==> config.mk <==
export PLATFORM = sky130hd
export DESIGN_NAME = gpio_ctl_regs
export DESIGN_NICKNAME = d
export VERILOG_FILES = /design/src/rtl/gcr_pkg.sv /design/src/rtl/gcr_decode.sv /design/src/rtl/gcr_ctl_bank.sv /design/src/rtl/gcr_gpio.sv /design/src/rtl/gpio_ctl_regs.sv
export SDC_FILE = /design/constraint.sdc
export NUM_CORES = 1
export LEC_CHECK = 0
export ABC_CLOCK_PERIOD_IN_PS = 4150
export BUFFER_PORTS_ARGS = -buffer_cell sky130_fd_sc_hd__buf_4
export CORE_MARGIN = 10
export CORE_UTILIZATION = 40
export CTS_CLUSTER_DIAMETER = 80
export DETAILED_ROUTE_END_ITERATION = 16
export SETUP_SLACK_MARGIN = 0.5
export SYNTH_ARGS = -nofsm -noshare
export SYNTH_HDL_FRONTEND = slang
export SYNTH_HIERARCHICAL = 1
export SYNTH_SLANG_ARGS = --single-unit
==> constraint.sdc <==
create_clock -name clk -period 4.15 [get_ports clk]
set_clock_uncertainty 0.1 [all_clocks]
set_input_delay 0.415 -clock clk [delete_from_list [all_inputs] [get_ports clk]]
set_output_delay 0.415 -clock clk [all_outputs]
set_load 0.01 [all_outputs]
==> src/rtl/gcr_pkg.sv <==
package gcr_pkg;
    localparam int REG_W = 16;
    localparam int LAST_IDX = 10;
    localparam int PWR_TRIG_BIT = 7;
    localparam logic [REG_W-1:0] STAT_INIT = 16'h0002;
    localparam logic [REG_W-1:0] PWR_FORCE = 16'h8040;

    typedef enum logic [3:0] {
        RG_MODE  = 4'd0,
        RG_DATA  = 4'd1,
        RG_STAT  = 4'd2,
        RG_PWR   = 4'd3,
        RG_CTL   = 4'd4,
        RG_IRQ   = 4'd5,
        RG_IMASK = 4'd6,
        RG_ISTAT = 4'd7,
        RG_DIR   = 4'd8,
        RG_LVLW  = 4'd9,
        RG_LVLR  = 4'd10,
        RG_NONE  = 4'd15
    } reg_sel_e;

    typedef struct packed {
        logic             wr;
        logic             rd;
        reg_sel_e         sel;
        logic [REG_W-1:0] data;
    } bus_req_t;

    typedef struct packed {
        logic [REG_W-1:0] mode;
        logic [REG_W-1:0] data;
        logic [REG_W-1:0] pwr;
        logic [REG_W-1:0] ctl;
        logic [REG_W-1:0] irq;
        logic [REG_W-1:0] imask;
        logic [REG_W-1:0] istat;
    } ctl_bank_t;

    function automatic logic [REG_W-1:0] pwr_value(input logic [REG_W-1:0] v);
        return v[PWR_TRIG_BIT] ? (v | PWR_FORCE) : v;
    endfunction

    function automatic logic is_lvl_sel(input reg_sel_e s);
        return (s == RG_LVLW) || (s == RG_LVLR);
    endfunction

    function automatic logic is_gpio_sel(input reg_sel_e s);
        return (s == RG_DIR) || is_lvl_sel(s);
    endfunction
endpackage

==> src/rtl/gcr_decode.sv <==
module gcr_decode
    import gcr_pkg::*;
#(
    parameter int ADDR_W = 12,
    parameter int DATA_W = 32
) (
    input  logic              bus_valid,
    input  logic              bus_write,
    input  logic [ADDR_W-1:0] bus_addr,
    input  logic [DATA_W-1:0] bus_wdata,
    output bus_req_t          req
);
    localparam int IDX_W = ADDR_W - 2;

    logic [IDX_W-1:0] idx;
    logic             unused_lanes;

    assign idx          = bus_addr[ADDR_W-1:2];
    assign unused_lanes = ^{bus_addr[1:0], bus_wdata[DATA_W-1:REG_W]};

    always_comb begin
        req.wr   = bus_valid && bus_write;
        req.rd   = bus_valid && !bus_write;
        req.data = bus_wdata[REG_W-1:0];
        if (idx <= IDX_W'(LAST_IDX))
            req.sel = reg_sel_e'(idx[3:0]);
        else
            req.sel = RG_NONE;
    end
endmodule

==> src/rtl/gcr_ctl_bank.sv <==
module gcr_ctl_bank
    import gcr_pkg::*;
(
    input  logic      clk,
    input  logic      rst,
    input  bus_req_t  req,
    output ctl_bank_t bank
);
    always_ff @(posedge clk) begin
        if (rst) begin
            bank <= '0;
        end else if (req.wr) begin
            case (req.sel)
                RG_MODE:  bank.mode  <= req.data;
                RG_DATA:  bank.data  <= req.data;
                RG_PWR:   bank.pwr   <= pwr_value(req.data);
                RG_CTL:   bank.ctl   <= req.data;
                RG_IRQ:   bank.irq   <= req.data;
                RG_IMASK: bank.imask <= req.data;
                RG_ISTAT: bank.istat <= req.data;
                default:  ;
            endcase
        end
    end

    // power write with trigger bit raises the forced bits
    a_r5_power_force: assert property (@(posedge clk) disable iff (rst)
        (req.wr && req.sel == RG_PWR && req.data[PWR_TRIG_BIT])
        |=> (bank.pwr[15] && bank.pwr[6]));

    // unmapped write leaves the bank untouched
    a_r10_unmapped_hold: assert property (@(posedge clk) disable iff (rst)
        (req.wr && req.sel == RG_NONE) |=> $stable(bank));
endmodule

==> src/rtl/gcr_gpio.sv <==
module gcr_gpio
    import gcr_pkg::*;
#(
    parameter int N_LINES = 16
) (
    input  logic               clk,
    input  logic               rst,
    input  bus_req_t           req,
    input  logic [N_LINES-1:0] ext_we,
    input  logic [N_LINES-1:0] ext_val,
    output logic [N_LINES-1:0] dir_q,
    output logic [N_LINES-1:0] lvl_q,
    output logic [N_LINES-1:0] gpio_out,
    output logic [N_LINES-1:0] chg_strobe,
    output logic [N_LINES-1:0] chg_level
);
    logic [N_LINES-1:0] ext_merge;
    logic [N_LINES-1:0] lvl_next;
    logic [N_LINES-1:0] dir_next;
    logic [N_LINES-1:0] out_next;
    logic [N_LINES-1:0] prev_q;
    logic               gpio_wr;
    logic               lvl_wr;
    logic               dir_wr;

    assign lvl_wr  = req.wr && is_lvl_sel(req.sel);
    assign dir_wr  = req.wr && (req.sel == RG_DIR);
    assign gpio_wr = lvl_wr || dir_wr;

    for (genvar n = 0; n < N_LINES; n++) begin : g_line
        assign ext_merge[n] = ext_we[n] ? ext_val[n] : lvl_q[n];
    end

    always_comb begin
        lvl_next = lvl_wr ? (req.data[N_LINES-1:0] & dir_q) : ext_merge;
        dir_next = dir_wr ? req.data[N_LINES-1:0] : dir_q;
        out_next = lvl_next & dir_next;
    end

    always_ff @(posedge clk) begin
        if (rst) begin
            dir_q      <= '0;
            lvl_q      <= '0;
            prev_q     <= '0;
            chg_strobe <= '0;
        end else begin
            dir_q <= dir_next;
            lvl_q <= lvl_next;
            if (gpio_wr) begin
                chg_strobe <= prev_q ^ out_next;
                prev_q     <= out_next;
            end else begin
                chg_strobe <= '0;
            end
        end
    end

    assign gpio_out  = lvl_q & dir_q;
    assign chg_level = prev_q;

    // stored level never has bits outside the direction right after a level write
    a_r6_lvl_masked: assert property (@(posedge clk) disable iff (rst)
        lvl_wr |=> ((lvl_q & ~dir_q) == '0));

    // a strobe only follows a direction or level write
    a_r8_strobe_cause: assert property (@(posedge clk) disable iff (rst)
        (chg_strobe != '0) |-> $past(gpio_wr));

    // without external activity the reported vector matches the pins
    a_r8_level_matches_pins: assert property (@(posedge clk) disable iff (rst)
        (gpio_wr && ext_we == '0) |=> (chg_level == gpio_out));

    // external updates alone raise no strobe
    a_r9_ext_silent: assert property (@(posedge clk) disable iff (rst)
        (!gpio_wr && ext_we != '0) |=> (chg_strobe == '0));
endmodule

==> src/rtl/gpio_ctl_regs.sv <==
module gpio_ctl_regs
    import gcr_pkg::*;
#(
    parameter int ADDR_W  = 12,
    parameter int DATA_W  = 32,
    parameter int N_LINES = 16
) (
    input  logic               clk,
    input  logic               rst,
    input  logic               bus_valid,
    input  logic               bus_write,
    input  logic [ADDR_W-1:0]  bus_addr,
    input  logic [DATA_W-1:0]  bus_wdata,
    output logic [REG_W-1:0]   bus_rdata,
    input  logic [N_LINES-1:0] ext_we,
    input  logic [N_LINES-1:0] ext_val,
    output logic [N_LINES-1:0] gpio_out,
    output logic [N_LINES-1:0] chg_strobe,
    output logic [N_LINES-1:0] chg_level
);
    bus_req_t           req;
    ctl_bank_t          bank;
    logic [N_LINES-1:0] dir_q;
    logic [N_LINES-1:0] lvl_q;
    logic [REG_W-1:0]   rd_val;

    gcr_decode #(.ADDR_W(ADDR_W), .DATA_W(DATA_W)) u_decode (
        .bus_valid (bus_valid),
        .bus_write (bus_write),
        .bus_addr  (bus_addr),
        .bus_wdata (bus_wdata),
        .req       (req)
    );

    gcr_ctl_bank u_bank (
        .clk  (clk),
        .rst  (rst),
        .req  (req),
        .bank (bank)
    );

    gcr_gpio #(.N_LINES(N_LINES)) u_gpio (
        .clk        (clk),
        .rst        (rst),
        .req        (req),
        .ext_we     (ext_we),
        .ext_val    (ext_val),
        .dir_q      (dir_q),
        .lvl_q      (lvl_q),
        .gpio_out   (gpio_out),
        .chg_strobe (chg_strobe),
        .chg_level  (chg_level)
    );

    always_comb begin
        case (req.sel)
            RG_MODE:  rd_val = bank.mode;
            RG_DATA:  rd_val = bank.data;
            RG_STAT:  rd_val = STAT_INIT;
            RG_PWR:   rd_val = bank.pwr;
            RG_CTL:   rd_val = bank.ctl;
            RG_IRQ:   rd_val = bank.irq;
            RG_IMASK: rd_val = bank.imask;
            RG_ISTAT: rd_val = bank.istat;
            RG_DIR:   rd_val = REG_W'(dir_q);
            RG_LVLW,
            RG_LVLR:  rd_val = REG_W'(lvl_q);
            default:  rd_val = '0;
        endcase
    end

    always_ff @(posedge clk) begin
        if (rst)
            bus_rdata <= '0;
        else if (req.rd)
            bus_rdata <= rd_val;
    end

    // status always reads its fixed value
    a_r4_status_fixed: assert property (@(posedge clk) disable iff (rst)
        (req.rd && req.sel == RG_STAT) |=> (bus_rdata == STAT_INIT));

    // unmapped reads return zero
    a_r10_unmapped_zero: assert property (@(posedge clk) disable iff (rst)
        (req.rd && req.sel == RG_NONE) |=> (bus_rdata == '0));

    // read data holds when no read is requested
    a_r3_rdata_hold: assert property (@(posedge clk) disable iff (rst)
        !req.rd |=> $stable(bus_rdata));
endmodule

==> summary.md <==
Flow run
* 0 — max-cap violations

Yosys
* 0.394 — Seq/Total Area, Yosys
* dfxtp_1 (39%), mux2i_1 (11%), nand2b_1 (8.5%), nand2_1 (3.7%), a21oi_1 (3.6%) — dominant cells by area after synthesis
* 1035 — cell count after synthesis
* dfxtp_1 — most frequently used flop master after synthesis
* 1115 — net count after synthesis
* 0 — fraction of synthesis flops using an asynchronous set or reset pin
* dfxtp_1 — cell type with the highest aggregate area in the netlist
* 6 — Yosys warning count
* 0.00975 mm2 — mapped cell area
* 9.42 um2 — Post-Syn Area per Cell
* 0 — number of enable flip-flop cells after synthesis
* 192 — #FFs+latches synth
* 62 — library cells used by synthesis
* 0.394 — area share of the largest cell type after synthesis

STA
* 978 ps — Slew @ Worst Pin
* 366 MHz — maximum achievable frequency
* 0 ps — sum of negative setup slack
* 0 — final setup vio count
* 2730 ps — final period demand of the worst path
* 1420 ps — worst setup slack after layout
* false — RSZ-0062 raised after global routing
* 0.658 — fin crit share
* 0 — number of hold-slack violations in the final timing report
* 149 ps — post-route worst hold slack
* 0.348 — slew margin rel.
* 0 — final-report max-slew violation count

Global routing
* 0.264 — met1 global-route usage
* 1 — initial antenna violation count
* 7835 — vias in the first global route
* 104 — pin count of the biggest net entering global routing
* 0 — total grt overflow
* met2 — routing layer with the top usage in global route
* 0.272 — met2 GRT Util
* 0.185 — overall fraction of global-route tracks in use
* 0.0461 — GR Layer Usage met3
* 45500 um — global-route wire length before repair

Drt
* 7899 — routed via count
* 20.2 um — DR WL/cell
* 772 — DRC violation total after the first TritonRoute iteration
* 5 — detailed-router iteration count before antenna repair
* 5.48 — via count normalized by instance count
* 29200 um — detailed-route wire length
* 0 — # DRC
* 0 — number of nets with antenna violations after detailed routing

Cells and area
* 1185 — Total Nets Final
* dfxtp_1 (192), buf_4 (138), nand2b_1 (133) — highest-count cells in the layout ignoring fill and taps
* 0.207 — share of final-layout standard cells stronger than drive strength 1
* 1442 — Post-Layout Cell Count
* 2282 — number of filler instances in the final layout
* dfxtp_1 — most common library cell in the layout ignoring fill and taps
* 0 — Ant. Diodes
* 15.8% — area growth from synthesis to layout

Power
* 334 mW/mm2 — power density cells
* 4.74 nW — static leakage
* 0.000213 V — peak supply drop

Die
* 0.403 — initial cell density of the core
* 144 — # IOs
* 57 — Row Count
* 0.0310 mm2 — overall die area
* 176 um — chip height
* 0.0242 mm2 — area of the core
* 176 um — die width

CTS
* 0 — buffers inserted during post-CTS setup optimization
* 2 — Clock Tree Buf Depth
* done — CTS tree
* 80 ps — clock transition at the registers of the reported paths
* 0 — hold-fix buffers at CTS
* 0 — post-cts gate resize count
* 4 — number of H-tree levels
* 192 — clk sinks
* 440 ps — clock latency of the later-clocked register in the worst-skew pair
* clkbuf_16 — Root Driver
* 17 — total clock buffers created by CTS

Setup path
* 680 ps — max incr delay on CP
* 21 — maximum net fanout on the critical path
* nor3_2 — slowest library cell on the worst path
* input port — element type at the critical path start
* flop — kind of end point of the critical path
* 4410 ps — required time of the critical path
* 2990 ps — WP data arrival
* in -> reg — CP Class
* buf_4, nor4_4, nand3b_1, buf_12, xnor2_1, nor3_2, a21boi_0, a41oi_1 — cells along the critical path

Min path
* in -> reg — worst min-delay path category

Placement
* 1410 — cell total after placement
* 125 — port buffer count
* 0.822 — weighted congestion reported at the end of routability-driven placement
* 20300 um — sum of net half-perimeters after detailed placement
* 954 ps — pre-CTS setup slack

Outcome
* finished, final reports clean — result of the run

==> cell families after synthesis <==
group | share of synthesized area
and+or+nand+nor | 0.262
AOI/OAI and AO/OA | 0.135
DFF | 0.394
muxes | 0.139
buffers and inverters | 0.0678
xor gates and xnor gates | 0.00257
==> through the flow <==
stage	total power, W	instance area (um2)	utilization
global route	0.00389	11300	0.467
detailed placement	0.00209	10700	0.442
finish	0.00377	11300	0.467
CTS	0.00380	11300	0.467
global placement	0.00209	10700	0.442
floorplan	0.00201	9750	-
==> worst max-delay path: cells and delay by family <==
kind / cells / cell delay (ps)
buffers and inverters: 2 / 470
AOI/OAI and AO/OA: 2 / 430
and+or+nand+nor: 3 / 1530
xor gates and xnor gates: 1 / 140
==> state kept, by name (all words and copies together), names as in the netlist <==
register,count
u_bank/bank,112
u_gpio/chg_strobe,16
bus_rdata,16
u_gpio/lvl_q,16
u_gpio/dir_q,16
u_gpio/chg_level,16
==> cell usage after synthesis, drive strengths merged (17+ instances only) <==
cell	count
dfxtp	192
nand2b	134
mux2i	108
nand2	96
a21oi	70
buf	63
a22oi	36
and2	29
o21ai	29
clkbuf	28
nand3	24
mux2	22
nand4b	20
a31oi	17
inv	17
nor2b	17
==> final timing paths <==
path	slack, ps	from	end	cells after the start
hold / removal	150	bus_wdata[0]	u_gpio/dir_q[0]	3
hold reg to reg	370	u_bank/bank[70]	u_bank/bank[70]	2
setup / recovery	1420	bus_addr[9]	bus_rdata[1]	8
setup reg to reg	2590	u_gpio/dir_q[0]	bus_rdata[0]	4
==> power breakdown <==
part | leakage, nW | switching, W | internal [W] | total [W]
Combinational | 2.90 | 0.0000957 | 0.0000856 | 0.000181
Sequential | 1.55 | 0.0000128 | 0.00185 | 0.00186
Clock | 0.287 | 0.000768 | 0.000961 | 0.00173
==> layer usage <==
layer	up-vias	routed length [um]
met4	0	220
met2	248	12600
li1	3793	-
met3	18	2100
met1	3840	14300
met5	-	0
==> area by class of cell <==
type / instances / area, um2 / area share
Inverter: 17 / 63.8 / 0.00565
Clock buffer: 18 / 429 / 0.0380
Sequential cell: 192 / 3840 / 0.340
Timing Repair Buffer: 142 / 1120 / 0.0988
Tap cell: 324 / 405 / 0.0359
Clock inverter: 14 / 183 / 0.0162
Multi-Input combinational cell: 735 / 5250 / 0.465
No activity file was read; power rests on OpenSTA's default activity.
